==> config.mk <==
export PLATFORM = sky130hd
export DESIGN_NAME = period_capture_unit
export DESIGN_NICKNAME = d
export VERILOG_FILES = /design/src/rtl/pcu_pkg.sv /design/src/rtl/pcu_edge_sync.sv /design/src/rtl/pcu_capture_pipe.sv /design/src/rtl/pcu_flag_ctrl.sv /design/src/rtl/period_capture_unit.sv
export SDC_FILE = /design/constraint.sdc
export NUM_CORES = 1
export LEC_CHECK = 0
export BUFFER_PORTS_ARGS = -buffer_cell sky130_fd_sc_hd__buf_2
export CAP_MARGIN = 10
export CORE_MARGIN = 2
export CORE_UTILIZATION = 35
export CTS_BUF_LIST = sky130_fd_sc_hd__clkbuf_2 sky130_fd_sc_hd__clkbuf_4 sky130_fd_sc_hd__clkbuf_8
export DETAILED_ROUTE_END_ITERATION = 12
export GPL_TIMING_DRIVEN = 0
export PLACE_DENSITY = 0.56
export SLEW_MARGIN = 5
export SYNTH_ARGS = -nofsm -noshare
export SYNTH_HDL_FRONTEND = slang
export SYNTH_HIERARCHICAL = 1
export SYNTH_SLANG_ARGS = --single-unit
==> constraint.sdc <==
create_clock -name clk_i -period 2.4 [get_ports clk_i]
set_clock_uncertainty 0.1 [all_clocks]
set_input_delay 0.12 -clock clk_i [delete_from_list [all_inputs] [get_ports clk_i]]
set_output_delay 0.12 -clock clk_i [all_outputs]
set_load 0.1 [all_outputs]
==> src/rtl/pcu_pkg.sv <==
package pcu_pkg;
  localparam int unsigned MODE_W = 4;
  localparam logic [MODE_W-1:0] MODE_DCAP = 4'b0010;

  localparam logic [1:0] ADDR_CTRL = 2'd0;
  localparam logic [1:0] ADDR_A    = 2'd1;
  localparam logic [1:0] ADDR_B1   = 2'd2;
  localparam logic [1:0] ADDR_B2   = 2'd3;

  localparam int unsigned FLAG_BIT = 8;

  typedef struct packed {
    logic              irq_en;
    logic              first_en;
    logic              bus_sel;
    logic              edge_fall;
    logic [MODE_W-1:0] mode;
  } ctrl_t;

  localparam int unsigned CTRL_W = $bits(ctrl_t);
endpackage

==> src/rtl/pcu_edge_sync.sv <==
module pcu_edge_sync #(
  parameter int unsigned STAGES = 2
) (
  input  logic clk_i,
  input  logic rst_ni,
  input  logic pin_i,
  input  logic fall_sel_i,
  output logic edge_o
);
  localparam int unsigned SH_W = STAGES + 1;

  // sh[STAGES-1] is the synchronized level, sh[STAGES] its previous value
  logic [SH_W-1:0] sh_q;

  always_ff @(posedge clk_i or negedge rst_ni) begin
    if (!rst_ni) sh_q <= '0;
    else         sh_q <= {sh_q[SH_W-2:0], pin_i};
  end

  logic lvl, prv;
  assign lvl = sh_q[STAGES-1];
  assign prv = sh_q[STAGES];

  always_comb begin
    if (fall_sel_i) edge_o = prv & ~lvl;
    else            edge_o = lvl & ~prv;
  end

  p_single_pulse_r2: assert property (@(posedge clk_i) disable iff (!rst_ni)
    (edge_o && $stable(fall_sel_i)) |=> (!edge_o || !$stable(fall_sel_i)));
endmodule

==> src/rtl/pcu_capture_pipe.sv <==
module pcu_capture_pipe #(
  parameter int unsigned W = 16
) (
  input  logic         clk_i,
  input  logic         rst_ni,
  input  logic         cap_i,
  input  logic [W-1:0] tb_i,
  output logic [W-1:0] a_o,
  output logic [W-1:0] b1_o,
  output logic [W-1:0] b2_o,
  output logic         busy_o
);
  logic [W-1:0] a_q, b1_q, b2_q;
  logic         busy_q;

  always_ff @(posedge clk_i or negedge rst_ni) begin
    if (!rst_ni) begin
      a_q    <= '0;
      b2_q   <= '0;
      busy_q <= 1'b0;
    end else begin
      busy_q <= cap_i;
      if (cap_i) begin
        a_q  <= tb_i;
        b2_q <= b1_q;
      end
    end
  end

  // second step: A moves into B1 only after B2 has latched
  always_ff @(posedge clk_i or negedge rst_ni) begin
    if (!rst_ni)     b1_q <= '0;
    else if (busy_q) b1_q <= a_q;
  end

  assign a_o    = a_q;
  assign b1_o   = b1_q;
  assign b2_o   = b2_q;
  assign busy_o = busy_q;

  p_b2_takes_b1_r4: assert property (@(posedge clk_i) disable iff (!rst_ni)
    cap_i |=> (b2_q == $past(b1_q)));
  p_b1_follows_a_r4: assert property (@(posedge clk_i) disable iff (!rst_ni)
    busy_q |=> (b1_q == $past(a_q)));
  p_no_cap_busy_r4: assert property (@(posedge clk_i) disable iff (!rst_ni)
    busy_q |-> !cap_i);
  p_a_hold_r2: assert property (@(posedge clk_i) disable iff (!rst_ni)
    !cap_i |=> $stable(a_q));
endmodule

==> src/rtl/pcu_flag_ctrl.sv <==
module pcu_flag_ctrl (
  input  logic clk_i,
  input  logic rst_ni,
  input  logic cap_i,
  input  logic first_en_i,
  input  logic rearm_i,
  input  logic clr_i,
  output logic flag_o
);
  logic seen_q, flag_q;

  always_ff @(posedge clk_i or negedge rst_ni) begin
    if (!rst_ni)      seen_q <= 1'b0;
    else if (rearm_i) seen_q <= 1'b0;
    else if (cap_i)   seen_q <= 1'b1;
  end

  // set wins over a same-cycle clear
  always_ff @(posedge clk_i or negedge rst_ni) begin
    if (!rst_ni)                              flag_q <= 1'b0;
    else if (cap_i && (seen_q || first_en_i)) flag_q <= 1'b1;
    else if (clr_i)                           flag_q <= 1'b0;
  end

  assign flag_o = flag_q;

  p_flag_set_r7: assert property (@(posedge clk_i) disable iff (!rst_ni)
    (cap_i && seen_q) |=> flag_q);
  p_first_quiet_r7: assert property (@(posedge clk_i) disable iff (!rst_ni)
    (cap_i && !seen_q && !first_en_i && !flag_q) |=> !flag_q);
  p_first_opt_r8: assert property (@(posedge clk_i) disable iff (!rst_ni)
    (cap_i && first_en_i) |=> flag_q);
  p_w1c_r10: assert property (@(posedge clk_i) disable iff (!rst_ni)
    (clr_i && !cap_i) |=> !flag_q);
  p_flag_sticky_r10: assert property (@(posedge clk_i) disable iff (!rst_ni)
    (flag_q && !clr_i) |=> flag_q);
endmodule

==> src/rtl/period_capture_unit.sv <==
module period_capture_unit
  import pcu_pkg::*;
#(
  parameter int unsigned TB_W        = 16,
  parameter int unsigned SYNC_STAGES = 2
) (
  input  logic            clk_i,
  input  logic            rst_ni,
  input  logic [TB_W-1:0] tb0_i,
  input  logic [TB_W-1:0] tb1_i,
  input  logic            pin_i,
  input  logic            reg_wr_i,
  input  logic [1:0]      reg_addr_i,
  input  logic [TB_W-1:0] reg_wdata_i,
  output logic [TB_W-1:0] reg_rdata_o,
  output logic            irq_o
);
  localparam int unsigned PAD_W = TB_W - FLAG_BIT - 1;

  ctrl_t ctrl_q;
  logic  ctrl_wr;
  logic  edge_det, busy, cap_fire, flag;
  logic [TB_W-1:0] tb_sel, cap_a, cap_b1, cap_b2;

  assign ctrl_wr = reg_wr_i && (reg_addr_i == ADDR_CTRL);

  always_ff @(posedge clk_i or negedge rst_ni) begin
    if (!rst_ni)      ctrl_q <= '0;
    else if (ctrl_wr) ctrl_q <= ctrl_t'(reg_wdata_i[CTRL_W-1:0]);
  end

  logic unused_wdata;
  assign unused_wdata = ^reg_wdata_i[TB_W-1:FLAG_BIT+1];

  pcu_edge_sync #(.STAGES(SYNC_STAGES)) u_sync (
    .clk_i      (clk_i),
    .rst_ni     (rst_ni),
    .pin_i      (pin_i),
    .fall_sel_i (ctrl_q.edge_fall),
    .edge_o     (edge_det)
  );

  assign tb_sel   = ctrl_q.bus_sel ? tb1_i : tb0_i;
  assign cap_fire = edge_det && (ctrl_q.mode == MODE_DCAP) && !busy;

  pcu_capture_pipe #(.W(TB_W)) u_pipe (
    .clk_i  (clk_i),
    .rst_ni (rst_ni),
    .cap_i  (cap_fire),
    .tb_i   (tb_sel),
    .a_o    (cap_a),
    .b1_o   (cap_b1),
    .b2_o   (cap_b2),
    .busy_o (busy)
  );

  pcu_flag_ctrl u_flag (
    .clk_i      (clk_i),
    .rst_ni     (rst_ni),
    .cap_i      (cap_fire),
    .first_en_i (ctrl_q.first_en),
    .rearm_i    (ctrl_wr),
    .clr_i      (ctrl_wr && reg_wdata_i[FLAG_BIT]),
    .flag_o     (flag)
  );

  always_comb begin
    unique case (reg_addr_i)
      ADDR_CTRL: reg_rdata_o = {{PAD_W{1'b0}}, flag, ctrl_q};
      ADDR_A:    reg_rdata_o = cap_a;
      ADDR_B1:   reg_rdata_o = cap_b1;
      default:   reg_rdata_o = cap_b2;
    endcase
  end

  assign irq_o = flag && ctrl_q.irq_en;

  p_irq_gate_r10: assert property (@(posedge clk_i) disable iff (!rst_ni)
    irq_o |-> ctrl_q.irq_en);
  p_mode_gate_r6: assert property (@(posedge clk_i) disable iff (!rst_ni)
    !$stable(cap_a) |-> ($past(ctrl_q.mode) == MODE_DCAP));
  p_ro_regs_r11: assert property (@(posedge clk_i) disable iff (!rst_ni)
    (reg_wr_i && reg_addr_i != ADDR_CTRL && !busy && !edge_det) |=> $stable(cap_a));
endmodule

# After elaboration in Yosys (flattened, before gate mapping)

Index checks and enable logic that the tools add are counted.

Equality and inequality tests: 3
Mux-type cells: 7
Bitwise operators: 4
Reductions and logical operators: 11

Operators by type and width:

| cell                                                | count |
|---|---|
| one-hot mux 16 bit (3 select lines)                 | 1 |
| two-way mux 16 bit                                  | 1 |
| logical AND 1 bit                                   | 6 |
| two-way mux 1 bit                                   | 5 |
| equality test 4 x 2 -> 1 bit, second input constant | 1 |
| nonzero test 2 bit                                  | 2 |
| AND 1 bit                                           | 2 |
| equality test 2 x 1 -> 1 bit, second input constant | 1 |
| equality test 2 bit, second input constant          | 1 |
| zero test 2 bit                                     | 1 |
| NOT 1 bit                                           | 2 |
| zero test 1 bit                                     | 1 |
| logical OR 1 bit                                    | 1 |

Flip-flop bits (word level): 62
Input port bits: 54
Logic and storage cells: 37

# Depth between registers and ports, before layout

Gate-level depths: netlist of the first run.

Word-level depth: 7
Mapped depth: 7
Mapped depth without buffers: 6

# Modules after synthesis

Netlist of the first run, hierarchy kept.

Modules (own cells, without submodules):

| module              | times used | cells an instance | area an instance (µm²) | sequential area each (µm²) |
|---|---|---|---|---|
| pcu_capture_pipe    | 1          | 103               | 2019.4                 | 1226.2 |
| period_capture_unit | 1          | 69                | 967.2                  | 200.2 |
| pcu_edge_sync       | 1          | 6                 | 97.6                   | 75.1 |
| pcu_flag_ctrl       | 1          | 7                 | 71.3                   | 50.0 |

# Worst setup path before layout of the first run

No wires, ideal clock.

Path kind: register to register
Start point: register u_sync.sh_q[2]
End point: register u_pipe.a_q[0], in the netlist u_pipe/a_o[0]
Library setup time: 0.125 ns
Arrival: 2.012 ns
Path slack: 0.163 ns
Cell stages (with the launch flop): 8
Buffers on the path: 2
Period minus slack after synthesis: 2.237 ns
Cell sequence: dfrtp_1 nand2b_1 o21ai_2 or4b_1 nor3b_1 buf_6 buf_12 mux2_4

Word-level cells in the longest chain between the ends: 5

Ends and longest elaborated chain:

| item                                | line                      | text |
|---|---|---|
| from (decl)                         | pcu_edge_sync.sv:13       | `logic [SH_W-1:0] sh_q;` |
| from (signal assigned)              | pcu_edge_sync.sv:17       | `else sh_q <= {sh_q[SH_W-2:0], pin_i};` |
| NOT 1 bit                           | pcu_edge_sync.sv:26       | `else edge_o = lvl & ~prv;` |
| AND 1 bit                           | pcu_edge_sync.sv:26       |  |
| two-way mux 1 bit (*)               | pcu_edge_sync.sv:25       | `if (fall_sel_i) edge_o = prv & ~lvl;` |
| via edge_det                        | period_capture_unit.sv:22 | `logic edge_det, busy, cap_fire, flag;` |
| logical AND 1 bit (*) (2 in series) | period_capture_unit.sv:44 | `assign cap_fire = edge_det && (ctrl_q.mode == MODE_DCAP) && !busy;` |
| via cap_fire                        | period_capture_unit.sv:22 |  |
| to (signal assigned)                | pcu_capture_pipe.sv:24    | `a_q <= tb_i;` |
| to (decl)                           | pcu_capture_pipe.sv:13    | `logic [W-1:0] a_q, b1_q, b2_q;` |

The timed path passes the listed nets; every way through them passes the cells marked *.
A chain may end at the register's enable or synchronous reset.

# Worst setup path in the final report of the first run

Start point: register u_sync.sh_q[2]
End point: register u_pipe.b2_q[14], in the netlist u_pipe/b2_o[14]

Word-level cells in the longest chain between the ends: 5

Ends and longest elaborated chain:

| item                                | line                      | text |
|---|---|---|
| NOT 1 bit                           | pcu_edge_sync.sv:26       |  |
| AND 1 bit                           | pcu_edge_sync.sv:26       |  |
| two-way mux 1 bit (*)               | pcu_edge_sync.sv:25       |  |
| via edge_det                        | period_capture_unit.sv:22 |  |
| logical AND 1 bit (*) (2 in series) | period_capture_unit.sv:44 |  |
| via cap_fire                        | period_capture_unit.sv:22 |  |
| to (signal assigned)                | pcu_capture_pipe.sv:25    | `b2_q <= b1_q;` |
| to (decl)                           | pcu_capture_pipe.sv:13    |  |

Marks and branches as above.

==> run metrics, run 1 <==
status=complete, no violations; count of buffers from port buffering=between 60 and 70; CP cell instances=nand2b_1 -> o21ai_2 -> or4b_1 -> nor3b_4 -> buf_6 -> buf_12 -> mux2_4; Max Transition Viols Final=0; most frequent cells after synthesis=62 x dfrtp_1, 46 x mux2_4, 33 x mux2_2; Placer Congestion=0.666; largest family of logic cells by synthesized area=multiplexers; initial antenna violation count=0; Worst R2R Start=u_sync/sh_q[2]; CTS Buffer Depth=2; antenna-violating nets left=0; Inserted Diodes=0; sequential area share after synthesis=49.2%; YS warnings=6; CTS Buf Count=9; Final #Nets=323; xor and xnor fraction of the mapped netlist area=0%; Power, Total=4.47 mW; Max Fclk=434 MHz; syn avg cell area=between 15 and 20 µm²; Initial Utilization=36.2%; Crit path arrival time=2.42 ns; DR WL/cell=16.6 µm; max incr delay on CP=0.50 ns; top_reg_cell synth=dfrtp_1; Worst Tran Pin Value=0.770 ns; Worst Hold End=u_pipe/a_o[9]; CP Capture Type=register; Die H=roughly 100 µm; mux contribution to synthesized area=40.7%; Worst Hold Class=primary input to register; vias in the first global route=1931; top cells by area, synth=dfrtp_1 49%, mux2_4 22%, mux2_2 12%, mux4_1 4.2%, buf_12 3.2%; Clock Latency Late Sink=~0.34 ns; cell with the most instances after synthesis=dfrtp_1; Chip Width=99.0 µm; Setup-failing EPs final=0; max-cap violations=0; Worst R2R Setup Slack=0.1 ns; P per Cell Area=about 1100 mW/mm²; DR DRC count=0; biggest area consumer among synthesized cells=dfrtp_1; Worst-path clk slew=0.07 ns; share of layout cells above drive strength 1=65.0%; Sink Count=between 60 and 70; pin count of the biggest net entering global routing=63; total track usage=14.1%; num ports=71; startpoint types=register; total number of vias=1830; HPWL Detailed=4190 µm; Unique masters post-synth=21; Inst Count DP=354; WL final=6350 µm; CP max FO=10; die area=0.00979 mm²; Cell Rows=34; complex-gate fraction of the synthesized area=2.54%; Slew headroom=48.7%; setup TNS=0 ns; Yosys reg bits=62; Fill cells=792; fin cells=382; Leak=1.90 nW; Max VDD drop=0.000515 V; CTS tree=built; GRT overflow=0; Synth Area in Simple Gates=between 2 and 2.5%; Core Region=0.00872 mm²; First-pass DRT Iterations=4; hold slack=between 0.04 and 0.05 ns; first-pass GRT wire length=10300 µm; Detailed Route Iter0 Violations=67; Synth async-reset ratio=100%; FF-to-FF End=u_pipe/b2_o[14]; Final min period=2.30 ns; EDFF count, synth=0; WS Path Type=register to register; top-area cell type share of the netlist area=between 40% and 50%; RSZ-0062 raised after global routing=no; Syn Inst Count=between 150 and 200; area grow syn2layout=24.6%; fin crit share=95.9%; htree depth=3; R2R cell count=7; Fin. Hold Viols=0; Via density=4.79; Worst EP required=2.52 ns; Post-Synthesis Cell Area=roughly 0.0032 mm²; Hold Path Depth=3; Root Driver=clkbuf_8; hold path startpoint=tb1_i[9]; post-synthesis adder-cell area fraction=0%; CP max stage cell=or4b_1; post-synth net total=around 240
worst max-delay path by stage:
stage	start	endpoint	slack, ns	depth (start not counted)
2_1_floorplan	u_sync/sh_q[2]	u_pipe/a_o[0]	0.16	7
3_3_place_gp	u_sync/sh_q[2]	u_pipe/a_o[1]	-0.20	7
3_5_place_dp	u_sync/sh_q[2]	u_pipe/a_o[1]	-0.23	7
4_1_cts	u_sync/sh_q[2]	u_pipe/a_o[0]	0.02	7
5_1_grt	u_sync/sh_q[2]	u_pipe/a_o[0]	0.01	7
6_report	u_sync/sh_q[2]	u_pipe/b2_o[14]	0.1	7
per-stage QoR:
step                setup slack (ns)  cell area (µm²)  utilization (%)
global placement              -0.199             3600             41.2
finish                        0.0979             3930             45.1
detailed placement            -0.225             3600             41.3
floorplan                      0.163             3160                -
global route                  0.0125             3930             45.1
CTS                           0.0220             3920             45.0
layout make-up:
class | count | area [µm²] | area share (%)
sequential | 62 | 1550 | 39.5
multi-input combinational | 108 | 1450 | 36.8
timing repair buffer | 73 | 425 | 10.8
buffer | 14 | 166 | 4.23
clock buffer | 12 | 159 | 4.04
tap | 108 | 135 | 3.44
clock inverter | 4 | 45.0 | 1.15
inverter | 1 | 3.75 | 0.0955
worst max-delay path, delay by kind of cell (launching register included):
family	cells	cell delay, ns
DFF	1	0.38
muxes	1	0.31
and+or+nand+nor	3	0.93
AOI/OAI and AO/OA	1	0.12
buffers and inverters	2	0.34
state kept, by name, indices dropped and copies added, names as in the netlist:
register and count:
ctrl_q 8, u_flag/flag_o 1, u_flag/seen_q 1, u_pipe/a_o 16, u_pipe/b1_o 16, u_pipe/b2_o 16
u_pipe/busy_o 1, u_sync/sh_q 3
logic make-up after synthesis:
logic type             Yosys count
DFF                             62
muxes                           88
buffers and inverters           15
and+or+nand+nor                 10
AOI/OAI and AO/OA               10
cell usage in the layout, fill, tap and decap left out, types with 2 or more instances in the layout:
| cell | synthesis | layout |
|---|---|---|
| mux2_2 | 33 | 33 |
| dfrtp_1 | 62 | 62 |
| mux2_4 | 46 | 46 |
| nor2_1 | 2 | 2 |
| buf_4 | 1 | 3 |
| a22o_1 | 7 | 7 |
| and2_1 | 2 | 2 |
| clkinv_2 | 0 | 3 |
| dlygate4sd3_1 | 0 | 11 |
| clkbuf_8 | 0 | 11 |
| buf_2 | 5 | 65 |
| mux4_2 | 4 | 4 |
| mux4_1 | 5 | 5 |
| buf_12 | 5 | 5 |
| o21ai_1 | 2 | 2 |
| buf_6 | 3 | 3 |
routing by layer:
metal / routed length (µm) / global-route usage, % / vias up / part of all wire [%]
met5: 0 / 0 / - / 0
met4: 97 / 5.69 / 0 / 1.5
met3: 257 / 3.90 / 7 / 4.1
met2: 2990 / 21.3 / 39 / 47
met1: 3000 / 19.1 / 928 / 47
li1: - / - / 856 / -
repair_timing:
| action | in CTS | in global routing |
|---|---|---|
| setup endpoints to repair | 32 | 30 |
| resized for setup | 2 | 0 |
| hold endpoints to repair | 72 | 0 |
| hold buffers | 11 | 0 |
| pin swaps | 0 | 1 |
| setup buffers | 0 | 1 |
power breakdown:
group	leakage, nW	switching, mW	total, mW	internal, mW
Sequential	0.796	0.271	1.69	1.42
Combinational	0.990	1.06	1.84	0.784
Clock	0.110	0.391	0.933	0.542
No activity file was read; power rests on OpenSTA's default activity.
==> run 2, diff against run 1 <==
- BUFFER_PORTS_ARGS: -buffer_cell sky130_fd_sc_hd__buf_2 -> -buffer_cell sky130_fd_sc_hd__clkbuf_2
- clock period: 2.4 -> 2.11 ns (I/O delays scaled with it)
==> run 2 against run 1 <==
The run now ends with negative setup slack left. Final cell count up 0.26%. Routed wire length up 2.2%. Global-route usage up 0.53 points. Die area unchanged. Critical path depth unchanged. Largest cell class unchanged. Largest power group unchanged.
==> run metrics, run 2 (same netlist as run 1, synthesis figures left out) <==
num ports=71 (unchanged); area grow syn2layout=25.3%; Die H=99.0 µm (unchanged); status=complete, but fails checks; setup ws final=-0.0966 ns (-0.194 ns); share of layout cells above drive strength 1=65.5% (+0.49 points); Sw Pwr=1.95 mW (+13%); Initial Utilization=36.2% (unchanged); Sw Ratio=38.7% (+0.23 points); Final min period=2.21 ns (-0.0956 ns); max-cap violations=0 (unchanged); commonest non-fill, non-tap cell in the layout=dfrtp_1; Leak=1.91 nW (+0.59%); Final #Nets=325 (+0.62%); Worst-path clk slew=0.07 ns (about the same); Via density=4.81 (+0.50%); Fill cells=801 (+1.1%); Max Fclk=453 MHz (+4.3%); initial antenna violation count=0 (unchanged); Detailed Route Iter0 Violations=23 (-66%); htree depth=3 (unchanged); P per Cell Area=1280 mW/mm² (+12%); CTS Buf Count=9 (unchanged); combinational power share=41.8% (+0.5 points); HPWL Detailed=4420 µm (+5.4%); count of buffers from port buffering=61 (unchanged); post-route cell area=0.00395 mm² (+0.54%); CTS tree=built; Worst Hold Class=primary input to register; Placer Congestion=0.721 (+8.2%); DR WL/cell=16.9 µm (+2.0%); Slew headroom=63.5% (+15 points); setup TNS=-2.48 ns (-2.48 ns); Inserted Diodes=0 (unchanged); total track usage=14.6% (+0.53 points); Chip Width=99.0 µm (unchanged); Setup-failing EPs final=32 (+32); Clock Latency Late Sink=0.34 ns (about the same); Core Region=0.00872 mm² (unchanged); clock group share of total power=20.0% (-0.9 points); Pint=3.09 mW (+12%); Root Driver=clkbuf_8; Max VDD drop=0.000370 V (-28%); Worst R2R Setup Slack=-0.1 ns (-0.19 ns); antenna-violating nets left=0 (unchanged); First-pass DRT Iterations=4 (unchanged); Worst Tran Pin Value=0.551 ns (-0.219 ns); Fin. Hold Viols=0 (unchanged); total number of vias=1844 (+0.77%); first-pass GRT wire length=10900 µm (+5.1%); GRT overflow=0 (unchanged); WS Path Type=register to register; Sink Count=62 (unchanged); die area=0.00979 mm² (unchanged); placed inst area=0.00362 mm² (+0.70%); Cell Rows=34 (unchanged); vias in the first global route=2093 (+8.4%); RSZ-0062 raised after global routing=yes; most frequent cells in the layout=62 x dfrtp_1, 60 x clkbuf_2, 46 x mux2_4; failing checks=negative setup slack; Seq pwr share=38.2% (+0.3 points); Crit path arrival time=2.32 ns (-0.10 ns); startpoint types=register; CTS Buffer Depth=2 (unchanged); DR DRC count=0 (unchanged); CP Capture Type=register; Worst EP required=2.23 ns (-0.29 ns); Max Transition Viols Final=0 (unchanged); hold slack=0.0258 ns (-0.0151 ns); WL final=6490 µm (+2.2%); CP max FO=10 (unchanged); fin crit share=105% (+8.7 points); pin count of the biggest net entering global routing=37 (-41%)
## run 2: cell types whose count changed in the layout (fill, tap and decap cells not counted)
cell / delta
clkinv_2: -3
buf_12: +1
bufinv_16: -1
buf_2: -60
clkbuf_4: +2
clkbuf_2: +60
or4b_4: +1
or4b_1: -1
clkbuf_8: +2
## run 2: repair_timing
item / 4_1_cts / 5_1_grt
resized for setup: 2 / 0
endpoints found under the hold margin: 72 / 0
endpoints found under the setup margin: 32 / 32
hold buffers: 11 / 0
cloned: 0 / 0
buffers inserted: 2 / 0
pin swaps: 1 / 1
## run 2: worst max-delay path, stage by stage, from the launching register on
cell,delay [ns]
dfrtp_1,0.40
nand3b_1,0.18
o21ai_2,0.06
or4b_4,0.48
nor3b_4,0.22
buf_6,0.16
buf_12,0.16
mux2_4,0.31
## run 2: final timing paths
kind	endpoint	depth (start not counted)	startpoint
setup / recovery	u_pipe/b2_o[14]	7	u_sync/sh_q[1]
hold / removal	u_pipe/a_o[10]	3	tb1_i[10]
setup reg to reg	u_pipe/b2_o[14]	7	u_sync/sh_q[1]
hold reg to reg	u_sync/sh_q[1]	0	u_sync/sh_q[0]
max in group asynchronous	u_pipe/a_o[1]	3	rst_ni
min in group asynchronous	u_pipe/b1_o[6]	2	rst_ni
## run 2: layout make-up
class / instances / area, µm² / area share [%]
Tap cell: 108 / 135 / 3.42
Sequential cell: 62 / 1550 / 39.3
Multi-Input combinational cell: 108 / 1450 / 36.7
Timing Repair Buffer: 75 / 453 / 11.5
Inverter: 1 / 3.75 / 0.0950
Clock buffer: 15 / 194 / 4.91
Buffer: 14 / 166 / 4.21
## run 2: per-layer routing
metal  vias to the layer above  track usage (%)  share of wire [%]
met2                        40             23.5                 49
met1                       941             18.8                 45
met3                         6             4.26                4.8
met5                         -                0                  0
li1                        857                -                  -
met4                         0             5.06                1.0
## run 2: power groups by stage
stage / logic (mW) / registers (mW) / clock network, mW
2_1_floorplan: 1.82 / 1.83 / 0
3_3_place_gp: 2.07 / 1.92 / 0
3_5_place_dp: 2.10 / 1.94 / 0
4_1_cts: 2.13 / 1.93 / 1.03
5_1_grt: 2.21 / 2.00 / 1.07
6_report: 2.11 / 1.92 / 1.01
## run 2: through the flow
stage	cells	power (mW)	util [%]	setup WS, ns
after global placement	354	3.99	41.3	-0.247
after global routing	383	5.29	45.3	-0.163
after detailed placement	355	4.04	41.5	-0.268
after CTS	383	5.09	45.3	-0.129
final	383	5.04	45.3	-0.0966
after floorplan	185	3.66	-	-0.00199
